**config.mk**
```make
export PLATFORM = sky130hd
export DESIGN_NAME = nibvec_intc
export DESIGN_NICKNAME = d
export VERILOG_FILES = /design/src/rtl/nvi_pkg.sv /design/src/rtl/nvi_mask_bank.sv /design/src/rtl/nvi_pick.sv /design/src/rtl/nvi_service.sv /design/src/rtl/nibvec_intc.sv
export SDC_FILE = /design/constraint.sdc
export NUM_CORES = 1
export LEC_CHECK = 0
export ABC_AREA = 1
export BUFFER_PORTS_ARGS = -buffer_cell sky130_fd_sc_hd__buf_2
export CAP_MARGIN = 20
export CORE_AREA = 3 3 247 188
export CTS_CLUSTER_DIAMETER = 100
export DETAILED_ROUTE_END_ITERATION = 10
export DIE_AREA = 0 0 250 191
export HOLD_SLACK_MARGIN = 0.08
export PLACE_DENSITY = 0.59
export SYNTH_ARGS = -nofsm -noshare
export SYNTH_HDL_FRONTEND = slang
export SYNTH_SLANG_ARGS = --single-unit
```
**constraint.sdc**
```tcl
create_clock -name clk -period 4.9 [get_ports clk]
set_input_delay 0.735 -clock clk [delete_from_list [all_inputs] [get_ports clk]]
set_output_delay 0.735 -clock clk [all_outputs]
set_load 0.01 [all_outputs]
```
**src/rtl/nvi_pkg.sv**
```systemverilog
package nvi_pkg;
   localparam int          REG_ADDR_W  = 4;
   localparam logic [3:0]  RA_BASE     = 4'd8;
   localparam logic [3:0]  RA_STATUS   = 4'd9;
   localparam logic [7:0]  STATUS_IDLE = 8'hFF;
   localparam int          SLOT_W      = 8;
   localparam int          ALIGN_BITS  = 9;

   typedef enum logic {
      SVC_IDLE = 1'b0,
      SVC_BUSY = 1'b1
   } svc_state_e;
endpackage

```
**src/rtl/nvi_mask_bank.sv**
```systemverilog
module nvi_mask_bank #(
   parameter int NUM_LINES = 64,
   parameter int FIELD_W   = 4,
   parameter int DATA_W    = 32,
   localparam int PER_REG  = DATA_W / FIELD_W,
   localparam int NUM_REGS = (NUM_LINES + PER_REG - 1) / PER_REG,
   localparam int IDX_W    = (NUM_REGS > 1) ? $clog2(NUM_REGS) : 1
) (
   input  logic              clk,
   input  logic              rst_n,
   input  logic              wr_en,
   input  logic [IDX_W-1:0]  wr_idx,
   input  logic [DATA_W-1:0] wr_data,
   output logic [DATA_W-1:0] regs_o [NUM_REGS],
   output logic [NUM_LINES-1:0] line_en_o
);
   if (DATA_W % FIELD_W != 0) begin : g_bad_field
      $error("DATA_W must be a multiple of FIELD_W");
   end

   logic [DATA_W-1:0] mask_q [NUM_REGS];

   for (genvar r = 0; r < NUM_REGS; r++) begin : g_reg
      always_ff @(posedge clk or negedge rst_n) begin
         if (!rst_n)
            mask_q[r] <= '0;
         else if (wr_en && (wr_idx == IDX_W'(r)))
            mask_q[r] <= wr_data;
      end
      assign regs_o[r] = mask_q[r];
   end

   for (genvar n = 0; n < NUM_LINES; n++) begin : g_line
      assign line_en_o[n] = &mask_q[n / PER_REG][(n % PER_REG) * FIELD_W +: FIELD_W];
   end
endmodule

```
**src/rtl/nvi_pick.sv**
```systemverilog
module nvi_pick #(
   parameter int N      = 64,
   localparam int IDX_W = (N > 1) ? $clog2(N) : 1
) (
   input  logic [N-1:0]     req_i,
   output logic             valid_o,
   output logic [IDX_W-1:0] idx_o
);
   if (N < 1) begin : g_bad_n
      $error("N must be at least 1");
   end

   always_comb begin
      idx_o = '0;
      for (int i = N - 1; i >= 0; i--) begin
         if (req_i[i]) idx_o = IDX_W'(i);
      end
   end

   assign valid_o = |req_i;
endmodule

```
**src/rtl/nvi_service.sv**
```systemverilog
module nvi_service
   import nvi_pkg::*;
#(
   parameter int DATA_W = 32
) (
   input  logic              clk,
   input  logic              rst_n,
   input  logic              cand_valid_i,
   input  logic [SLOT_W-1:0] cand_slot_i,
   input  logic [DATA_W-1:0] cand_vec_i,
   input  logic              ack_i,
   input  logic              eos_i,
   output logic              req_o,
   output logic [DATA_W-1:0] vec_o,
   output logic [SLOT_W-1:0] status_o
);
   svc_state_e        state_q;
   logic [SLOT_W-1:0] held_slot_q;
   logic [DATA_W-1:0] held_vec_q;

   always_ff @(posedge clk or negedge rst_n) begin
      if (!rst_n) begin
         state_q     <= SVC_IDLE;
         held_slot_q <= '0;
         held_vec_q  <= '0;
      end else begin
         case (state_q)
            SVC_IDLE: if (cand_valid_i && ack_i) begin
               state_q     <= SVC_BUSY;
               held_slot_q <= cand_slot_i;
               held_vec_q  <= cand_vec_i;
            end
            SVC_BUSY: if (eos_i) state_q <= SVC_IDLE;
            default:  state_q <= SVC_IDLE;
         endcase
      end
   end

   assign req_o    = (state_q == SVC_IDLE) && cand_valid_i;
   assign vec_o    = (state_q == SVC_BUSY) ? held_vec_q : cand_vec_i;
   assign status_o = (state_q == SVC_BUSY) ? held_slot_q : STATUS_IDLE;

   // acceptance latches the slot and drops the request
   p_ack_latch_r8: assert property (@(posedge clk) disable iff (!rst_n)
      (req_o && ack_i) |=> (!req_o && status_o == $past(cand_slot_i)));

   // vector frozen while in service
   p_vec_hold_r8: assert property (@(posedge clk) disable iff (!rst_n)
      (state_q == SVC_BUSY && !eos_i) |=> $stable(vec_o));

   // end of service returns status to idle code
   p_eos_idle_r9: assert property (@(posedge clk) disable iff (!rst_n)
      (state_q == SVC_BUSY && eos_i) |=> (status_o == STATUS_IDLE));
endmodule

```
**src/rtl/nibvec_intc.sv**
```systemverilog
module nibvec_intc
   import nvi_pkg::*;
#(
   parameter int NUM_LINES = 64,
   parameter int NUM_EXC   = 32,
   parameter int FIELD_W   = 4,
   parameter int DATA_W    = 32,
   localparam int EXC_W    = $clog2(NUM_EXC),
   localparam int PER_REG  = DATA_W / FIELD_W,
   localparam int NUM_REGS = (NUM_LINES + PER_REG - 1) / PER_REG,
   localparam int MIDX_W   = (NUM_REGS > 1) ? $clog2(NUM_REGS) : 1,
   localparam int LIDX_W   = (NUM_LINES > 1) ? $clog2(NUM_LINES) : 1
) (
   input  logic                  clk,
   input  logic                  rst_n,
   input  logic                  reg_wr,
   input  logic [REG_ADDR_W-1:0] reg_addr,
   input  logic [DATA_W-1:0]     reg_wdata,
   output logic [DATA_W-1:0]     reg_rdata,
   input  logic [NUM_LINES-1:0]  line_i,
   input  logic                  exc_valid,
   input  logic [EXC_W-1:0]      exc_cause,
   output logic                  irq_req,
   output logic [DATA_W-1:0]     irq_vec,
   input  logic                  irq_ack,
   input  logic                  irq_eos
);
   if (NUM_EXC + NUM_LINES > 255) begin : g_bad_slots
      $error("slot numbers must fit below the idle status code");
   end
   if (NUM_REGS > 8) begin : g_bad_map
      $error("mask registers must fit below the base index");
   end
   if (NUM_EXC < 2 || (1 << EXC_W) != NUM_EXC) begin : g_bad_exc
      $error("NUM_EXC must be a power of two");
   end
   if (DATA_W < SLOT_W + 2 + ALIGN_BITS) begin : g_bad_width
      $error("DATA_W too small for the vector address");
   end

   localparam logic [DATA_W-1:0] ALIGN_MASK = ~DATA_W'((1 << ALIGN_BITS) - 1);

   logic [DATA_W-1:0]    mask_regs [NUM_REGS];
   logic [NUM_LINES-1:0] line_en;
   logic [NUM_LINES-1:0] line_act;
   logic                 ln_valid;
   logic [LIDX_W-1:0]    ln_idx;
   logic [DATA_W-1:0]    base_q;
   logic                 cand_valid;
   logic [SLOT_W-1:0]    cand_slot;
   logic [DATA_W-1:0]    cand_vec;
   logic [SLOT_W-1:0]    status_slot;
   logic                 mask_wr;

   assign mask_wr = reg_wr && (reg_addr < REG_ADDR_W'(NUM_REGS));

   nvi_mask_bank #(
      .NUM_LINES (NUM_LINES),
      .FIELD_W   (FIELD_W),
      .DATA_W    (DATA_W)
   ) u_bank (
      .clk       (clk),
      .rst_n     (rst_n),
      .wr_en     (mask_wr),
      .wr_idx    (reg_addr[MIDX_W-1:0]),
      .wr_data   (reg_wdata),
      .regs_o    (mask_regs),
      .line_en_o (line_en)
   );

   always_ff @(posedge clk or negedge rst_n) begin
      if (!rst_n)
         base_q <= '0;
      else if (reg_wr && reg_addr == RA_BASE)
         base_q <= reg_wdata & ALIGN_MASK;
   end

   assign line_act = line_i & line_en;

   nvi_pick #(.N(NUM_LINES)) u_pick (
      .req_i   (line_act),
      .valid_o (ln_valid),
      .idx_o   (ln_idx)
   );

   assign cand_valid = exc_valid || ln_valid;
   assign cand_slot  = exc_valid ? SLOT_W'(exc_cause)
                                 : SLOT_W'(NUM_EXC) + SLOT_W'(ln_idx);
   assign cand_vec   = base_q + {{(DATA_W-SLOT_W-2){1'b0}}, cand_slot, 2'b00};

   nvi_service #(.DATA_W(DATA_W)) u_svc (
      .clk          (clk),
      .rst_n        (rst_n),
      .cand_valid_i (cand_valid),
      .cand_slot_i  (cand_slot),
      .cand_vec_i   (cand_vec),
      .ack_i        (irq_ack),
      .eos_i        (irq_eos),
      .req_o        (irq_req),
      .vec_o        (irq_vec),
      .status_o     (status_slot)
   );

   always_comb begin
      reg_rdata = '0;
      if (reg_addr < REG_ADDR_W'(NUM_REGS))
         reg_rdata = mask_regs[reg_addr[MIDX_W-1:0]];
      else if (reg_addr == RA_BASE)
         reg_rdata = base_q;
      else if (reg_addr == RA_STATUS)
         reg_rdata = {{(DATA_W-SLOT_W){1'b0}}, status_slot};
   end

   // an accepted request during an exception records the cause
   p_exc_first_r5: assert property (@(posedge clk) disable iff (!rst_n)
      (irq_req && irq_ack && exc_valid) |=> (status_slot == SLOT_W'($past(exc_cause))));

   // an accepted interrupt lands in the interrupt block of slots
   p_line_slot_r6: assert property (@(posedge clk) disable iff (!rst_n)
      (irq_req && irq_ack && !exc_valid) |=> (status_slot >= SLOT_W'(NUM_EXC)));

   // offered vector is word aligned and inside the table
   p_vec_in_table_r7: assert property (@(posedge clk) disable iff (!rst_n)
      irq_req |-> (irq_vec[1:0] == 2'b00 &&
                   (irq_vec - base_q) < DATA_W'(4 * (NUM_EXC + NUM_LINES))));
endmodule

```
# Yosys cells after proc, flatten, opt, wreduce, memory -nomap -nowiden

Index checks and enable logic that the tools add are counted.
W data, S select, Z words.

$add $sub $neg: 2
Order comparisons: 2
Equality and inequality tests: 9
Muxes and demuxes: 76
Bitwise logic cells: 3
Reductions and logical operators: 80

Operators with widths:

| kind                  | count |
|---|---|
| $mux W6               | 64 |
| $reduce_and A4 Y1     | 64 |
| $mux W32              | 5 |
| $bmux W32 S3          | 1 |
| $and A64 B64 Y64      | 1 |
| $reduce_or A64 Y1     | 1 |
| $add A32 B9 Y32       | 1 |
| $mux W8               | 2 |
| $eq A3 B3 Y1 const B  | 4 |
| $logic_and A1 B1 Y1   | 12 |
| $eq A4 B4 Y1 const B  | 2 |
| $add A6 B6 Y7 const A | 1 |
| $mux W7               | 1 |
| $eq A3 B2 Y1 const B  | 2 |
| $ge A4 B4 Y1 const B  | 1 |
| $lt A4 B4 Y1 const B  | 1 |
| $not A3 Y4            | 1 |
| $eq A3 B1 Y1 const B  | 1 |
| $logic_not A3 Y1      | 1 |
| $mux W1               | 2 |
| $pmux W1 S2           | 1 |
| $reduce_and A2 Y1     | 1 |
| $logic_or A1 B1 Y1    | 1 |
| $not A1 Y1            | 1 |

Flip-flop bits (word level): 320
Input port bits: 111

# Longest topological paths before layout

Word-level depth: 70
Depth in mapped cells: 69

# Modules after synthesis

From an unflattened synthesis, not the netlist that was laid out.

Cell total of the unflattened synthesis: 2888
Area total of the unflattened synthesis: 18592.8 um2

By module, submodules not included:

| module        | times used | cells an instance | area each (um2) | sequential area each (um2) |
|---|---|---|---|---|
| nvi_mask_bank | 1          | 1337              | 10716.5         | 6406.1 |
| nibvec_intc   | 1          | 1020              | 4670.7          | 575.6 |
| nvi_service   | 1          | 296               | 2180.8          | 1026.0 |
| nvi_pick      | 1          | 235               | 1024.7          | 0.0 |

# Least setup slack after synthesis

OpenSTA, ideal clock, no wires.

Path kind: input-to-output
Start: input line_i[63]
End: output irq_vec[2]
Arrival time: 3.736 ns
Required time: 4.165 ns
Slack: 0.429 ns
Cell stages on the path: 68
Path buffers: 0
Cell sequence: nand3_1 nor2_2 nand2_1 nand2_1 nand2_1 nand2_1 nand2_1 nand2_1 nand2_1 nand2_1 nand2_1 nand2_1 nand2_1 nand2_1 nand2_1 nand2_1 nand2_1 nand2_1 (+32 left out) nand2_1 nand2_1 nand2_1 nand2_1 nand2_1 nand2_1 nand2_1 nand2_1 nand2_1 nand2_1 nand2_1 nand2_1 nand2_1 nand2_1 nand2_1 nand2_2 nand2_1 nand2_1

Cells in the longest elaborated chain, start to end: 69

Ends and longest elaborated chain:

| item                  | line              | source |
|---|---|---|
| start: declaration    | nibvec_intc.sv:20 | `input logic [NUM_LINES-1:0] line_i,` |
| $and A64 B64 Y64      | nibvec_intc.sv:78 | `assign line_act = line_i & line_en;` |
| $mux W6 (64 in a row) | nvi_pick.sv:16    | `if (req_i[i]) idx_o = IDX_W'(i);` |
| $add A6 B6 Y7         | nibvec_intc.sv:88 | `: SLOT_W'(NUM_EXC) + SLOT_W'(ln_idx);` |
| $mux W7               | nibvec_intc.sv:87 | `assign cand_slot = exc_valid ? SLOT_W'(exc_cause)` |
| $add A32 B9 Y32       | nibvec_intc.sv:89 | `assign cand_vec = base_q + {{(DATA_W-SLOT_W-2){1'b0}}, cand_slot, 2'b00};` |
| $mux W32              | nvi_service.sv:40 | `assign vec_o = (state_q == SVC_BUSY) ? held_vec_q : cand_vec_i;` |
| end: declaration      | nibvec_intc.sv:24 | `output logic [DATA_W-1:0] irq_vec,` |

Every way passes these cells.

# Worst setup path after layout

Start: register u_bank.mask_q (netlist bit u_bank.regs_o[16])
End: output irq_vec[2]

Cells in the longest elaborated chain, start to end: 67

Ends and longest elaborated chain:

| item                             | line                | source |
|---|---|---|
| start: declaration               | nvi_mask_bank.sv:21 | `logic [DATA_W-1:0] mask_q [NUM_REGS];` |
| start signal: indexed assignment | nvi_mask_bank.sv:28 | `mask_q[r] <= wr_data;` |
| $reduce_and A4 Y1                | nvi_mask_bank.sv:34 | `assign line_en_o[n] = &mask_q[n / PER_REG][(n % PER_REG) * FIELD_W +: FIELD_W];` |
| $and A64 B64 Y64                 | nibvec_intc.sv:78   |  |
| $mux W6 (61 in a row)            | nvi_pick.sv:16      |  |
| $add A6 B6 Y7                    | nibvec_intc.sv:88   |  |
| $mux W7                          | nibvec_intc.sv:87   |  |
| $add A32 B9 Y32                  | nibvec_intc.sv:89   |  |
| $mux W32                         | nvi_service.sv:40   |  |

Every way passes these cells.

==> flow_summary.json <==
{
  "outcome": "finished with violations",
  "failing_checks": "setup timing",
  "synth_largest_type_area_fraction_pct": 50.22,
  "setup_tns_ns": -0.3718,
  "design.core.area_um2": 44350,
  "grt_remaining_overflow": 0,
  "timing.rr.start": "u_bank.regs_o[16]$_DFFE_PN0P_",
  "synth_sequential_area_ratio_pct": 50.22,
  "clk_latency_ns": 0.54,
  "worst_path_max_delay_cell": "dfrtp_1",
  "grt_first_pass_wirelength_um": 86810,
  "grt_start_max_net_pins": 110,
  "syn_area_per_cell_um2": 7.786,
  "layout_min_cycle_time_ns": 5.272,
  "ys_top_cells_by_area": "dfrtp_1, nand2_1, o21ai_0, inv_1, o21ai_1",
  "start_util_pct": 34.83,
  "tritoncts": "done",
  "detail_route.iter0.violations": 1815,
  "cts_num_sinks": 310,
  "clk_root_buffer_cell": "clkbuf_16",
  "r2r.worst_path.cells": 67,
  "path_class": "register to primary output",
  "synth_warnings": 0,
  "yosysUniqueCellTypes": 39,
  "cts_hold_buf": 0,
  "final_critical_path_setup_slack_ns": -0.3718,
  "cellLeakagePower_nw": 8.830,
  "area_growth_syn_to_layout_pct": 18.18,
  "synth_commonest_cells": "nand2_1, dfrtp_1, o21ai_0",
  "synth_enable_flop_cells": 0,
  "critical_path.top_delay_family": "simple AND/OR/NAND/NOR gates",
  "mappedNetlistArea_um2": 15450,
  "number_of_nets_still_failing_antenna_checks_after_routing": 0,
  "top_level_port_count": 176,
  "postSynth.asyncResetShare_pct": 100.0,
  "drv_slew": 0,
  "worstSetupStartpoint": "u_bank.regs_o[16]$_DFFE_PN0P_",
  "power-per-cell-area_nw_per_um2": 461.9,
  "drive_above_1_share_pct": 18.99,
  "worst_path_most_repeated_cell": "nand2_1",
  "total_grt_usage_pct": 23.94,
  "routed_via_density": 5.301,
  "cp.depth": 68,
  "worst_slew_margin_rel_pct": 32.46,
  "postSynthCellCount": 1984,
  "skew_ns": 0.02457,
  "critPathMaxStageDelay_ns": 0.36,
  "vdd.ir_drop.worst_uv": 257.3,
  "avgRoutedWirePerCell_um": 21.00,
  "cp.buffers_inverters": 1,
  "timing.max_cap.violations": 0,
  "antenna_found_initial": 2,
  "gp_congestion": 0.9443,
  "worstPathMaxFanout": 2,
  "cts.path.max_buffers": 3,
  "worstSetupEndpointType": "primary output",
  "fmax_mhz": 189.7,
  "drt_pre_antenna_iters": 5,
  "worst-endpoint-arrival_ns": 4.54,
  "crit_required_ns": 4.16,
  "remaining_drc_errors": 0,
  "die_height_um": 191,
  "slew_at_the_pin_with_the_worst_max_slew_slack_ns": 0.9973,
  "post-synth-top-count-cell": "nand2_1",
  "die_area_um2": 47750,
  "timing.hold.worst.class": "primary input to async pin",
  "rows": 67,
  "first_global_vias": 13770,
  "detailed_place_hpwl_um": 42150,
  "num-nets-final": 2252,
  "fp.dieW_um": 250,
  "preCtsSetupSlack_ns": -0.2817,
  "clkSlewWorstSetupHoldPaths_ns": 0.06,
  "post-synth-top-area-cell": "dfrtp_1",
  "setup-violations-final": 1,
  "routed_wl_um": 57660,
  "clock_tree.htree_level_count": 2,
  "synth_flop_cell": "dfrtp_1",
  "vias_after_detailed_routing": 14552,
  "port-buffer-count": 173,
  "cts_made_buffers": 35,
  "synth.ff_latch_count": 310,
  "layout_worst_path_cycle_share_pct": 107.6,
  "diodes": 0,
  "grt_setup_unrepaired": "true",
  "critPathLaunchType": "register",
  "hold_viol_final": 0
}
## sequential cells by signal (all words and copies together), names as in the netlist
signal and flops:
u_svc.held_slot_q 6, u_svc.held_vec_q 24, u_bank.regs_o 256, u_svc.state_q 1
base_q 23
## metrics by stage
stage | total power [mW] | instances | util (%) | area [µm²] | hold slack (ns)
5_1_grt | 8.954 | 2745 | 41.17 | 18260 | 0.3550
3_3_place_gp | 5.789 | 2682 | 38.39 | 17020 | 0.4683
4_1_cts | 8.442 | 2741 | 41.03 | 18200 | 0.3337
3_5_place_dp | 5.851 | 2685 | 38.55 | 17100 | 0.4738
6_report | 8.432 | 2745 | 41.17 | 18260 | 0.2849
2_1_floorplan | 4.962 | 1985 | - | 15450 | 0.4394
## power breakdown
part	switching, mW	total, mW	internal (mW)
Combinational	1.49	2.30	0.810
Clock	1.07	2.57	1.50
Sequential	0.367	3.56	3.19
## cells by family after synthesis
kind of cell           Yosys count  synth area share, %
AND/OR/NAND/NOR                711                19.18
other                            1              0.02428
flip-flops                     310                50.22
buffers and inverters          414                10.40
AO/OA/AOI/OAI                  548                20.18
## placed cells by master, fill, tap and decap left out, drive strengths merged
| master | Yosys | layout |
|---|---|---|
| and3 | 58 | 58 |
| a221oi | 19 | 19 |
| clkinv | 25 | 27 |
| a32oi | 1 | 1 |
| buf | 8 | 221 |
| o22ai | 82 | 82 |
| o21ai | 359 | 359 |
| o31ai | 1 | 1 |
| nand2 | 499 | 499 |
| a22oi | 22 | 22 |
| o311ai | 27 | 27 |
| o211ai | 7 | 7 |
| a32o | 1 | 1 |
| dfrtp | 310 | 310 |
| nor2 | 86 | 86 |
| nand3 | 25 | 25 |
| conb | 1 | 2 |
| inv | 287 | 288 |
| a311oi | 1 | 1 |
| a21oi | 22 | 22 |
| nor3 | 40 | 40 |
| or4 | 1 | 1 |
| clkbuf | 94 | 51 |
| o21bai | 2 | 2 |
| bufinv | 0 | 1 |
| a31oi | 3 | 3 |
| nor4 | 2 | 2 |
| o21a | 1 | 1 |
## repair_timing
item,CTS,global route
pin swaps,0,2
endpoints found under the hold margin,0,0
gates resized for setup,2,5
buffers inserted,1,3
endpoints found under the setup margin,1,1
## layer usage
metal / GRT usage (%) / routed length [µm] / part of all wire, % / vias up
met2: 34.00 / 23630 / 41 / 700
met4: 8.847 / 2226 / 3.9 / 2
met5: 0 / 7 / 0.012 / -
li1: - / - / - / 6834
met1: 34.58 / 25730 / 45 / 6921
met3: 6.719 / 6056 / 11 / 95
## path summary, 6_finish.rpt
kind / end / slack, ns
worst max-delay path: irq_vec[2] / -0.37
worst min-delay path: u_bank.regs_o[28]$_DFFE_PN0P_ / 0.28
min in group clk: u_svc.state_q$_DFF_PN0_ / 0.38
worst min register to register: base_q[21]$_DFFE_PN0P_ / 0.48
worst max register to register: u_svc.held_slot_q[0]$_DFFE_PN0P_ / 0.91
max in group asynchronous: u_bank.regs_o[162]$_DFFE_PN0P_ / 3.44
## area by class of cell
type / count / area, µm²
Clock inverter: 4 / 60.06
Multi-Input combinational cell: 1261 / 6156
Timing Repair Buffer: 221 / 1351
Fill cell: 4509 / 26090
Inverter: 312 / 1171
Sequential cell: 310 / 7757
Clock buffer: 51 / 1027
Tap cell: 586 / 733.2
(Power assumes the default switching activity.)
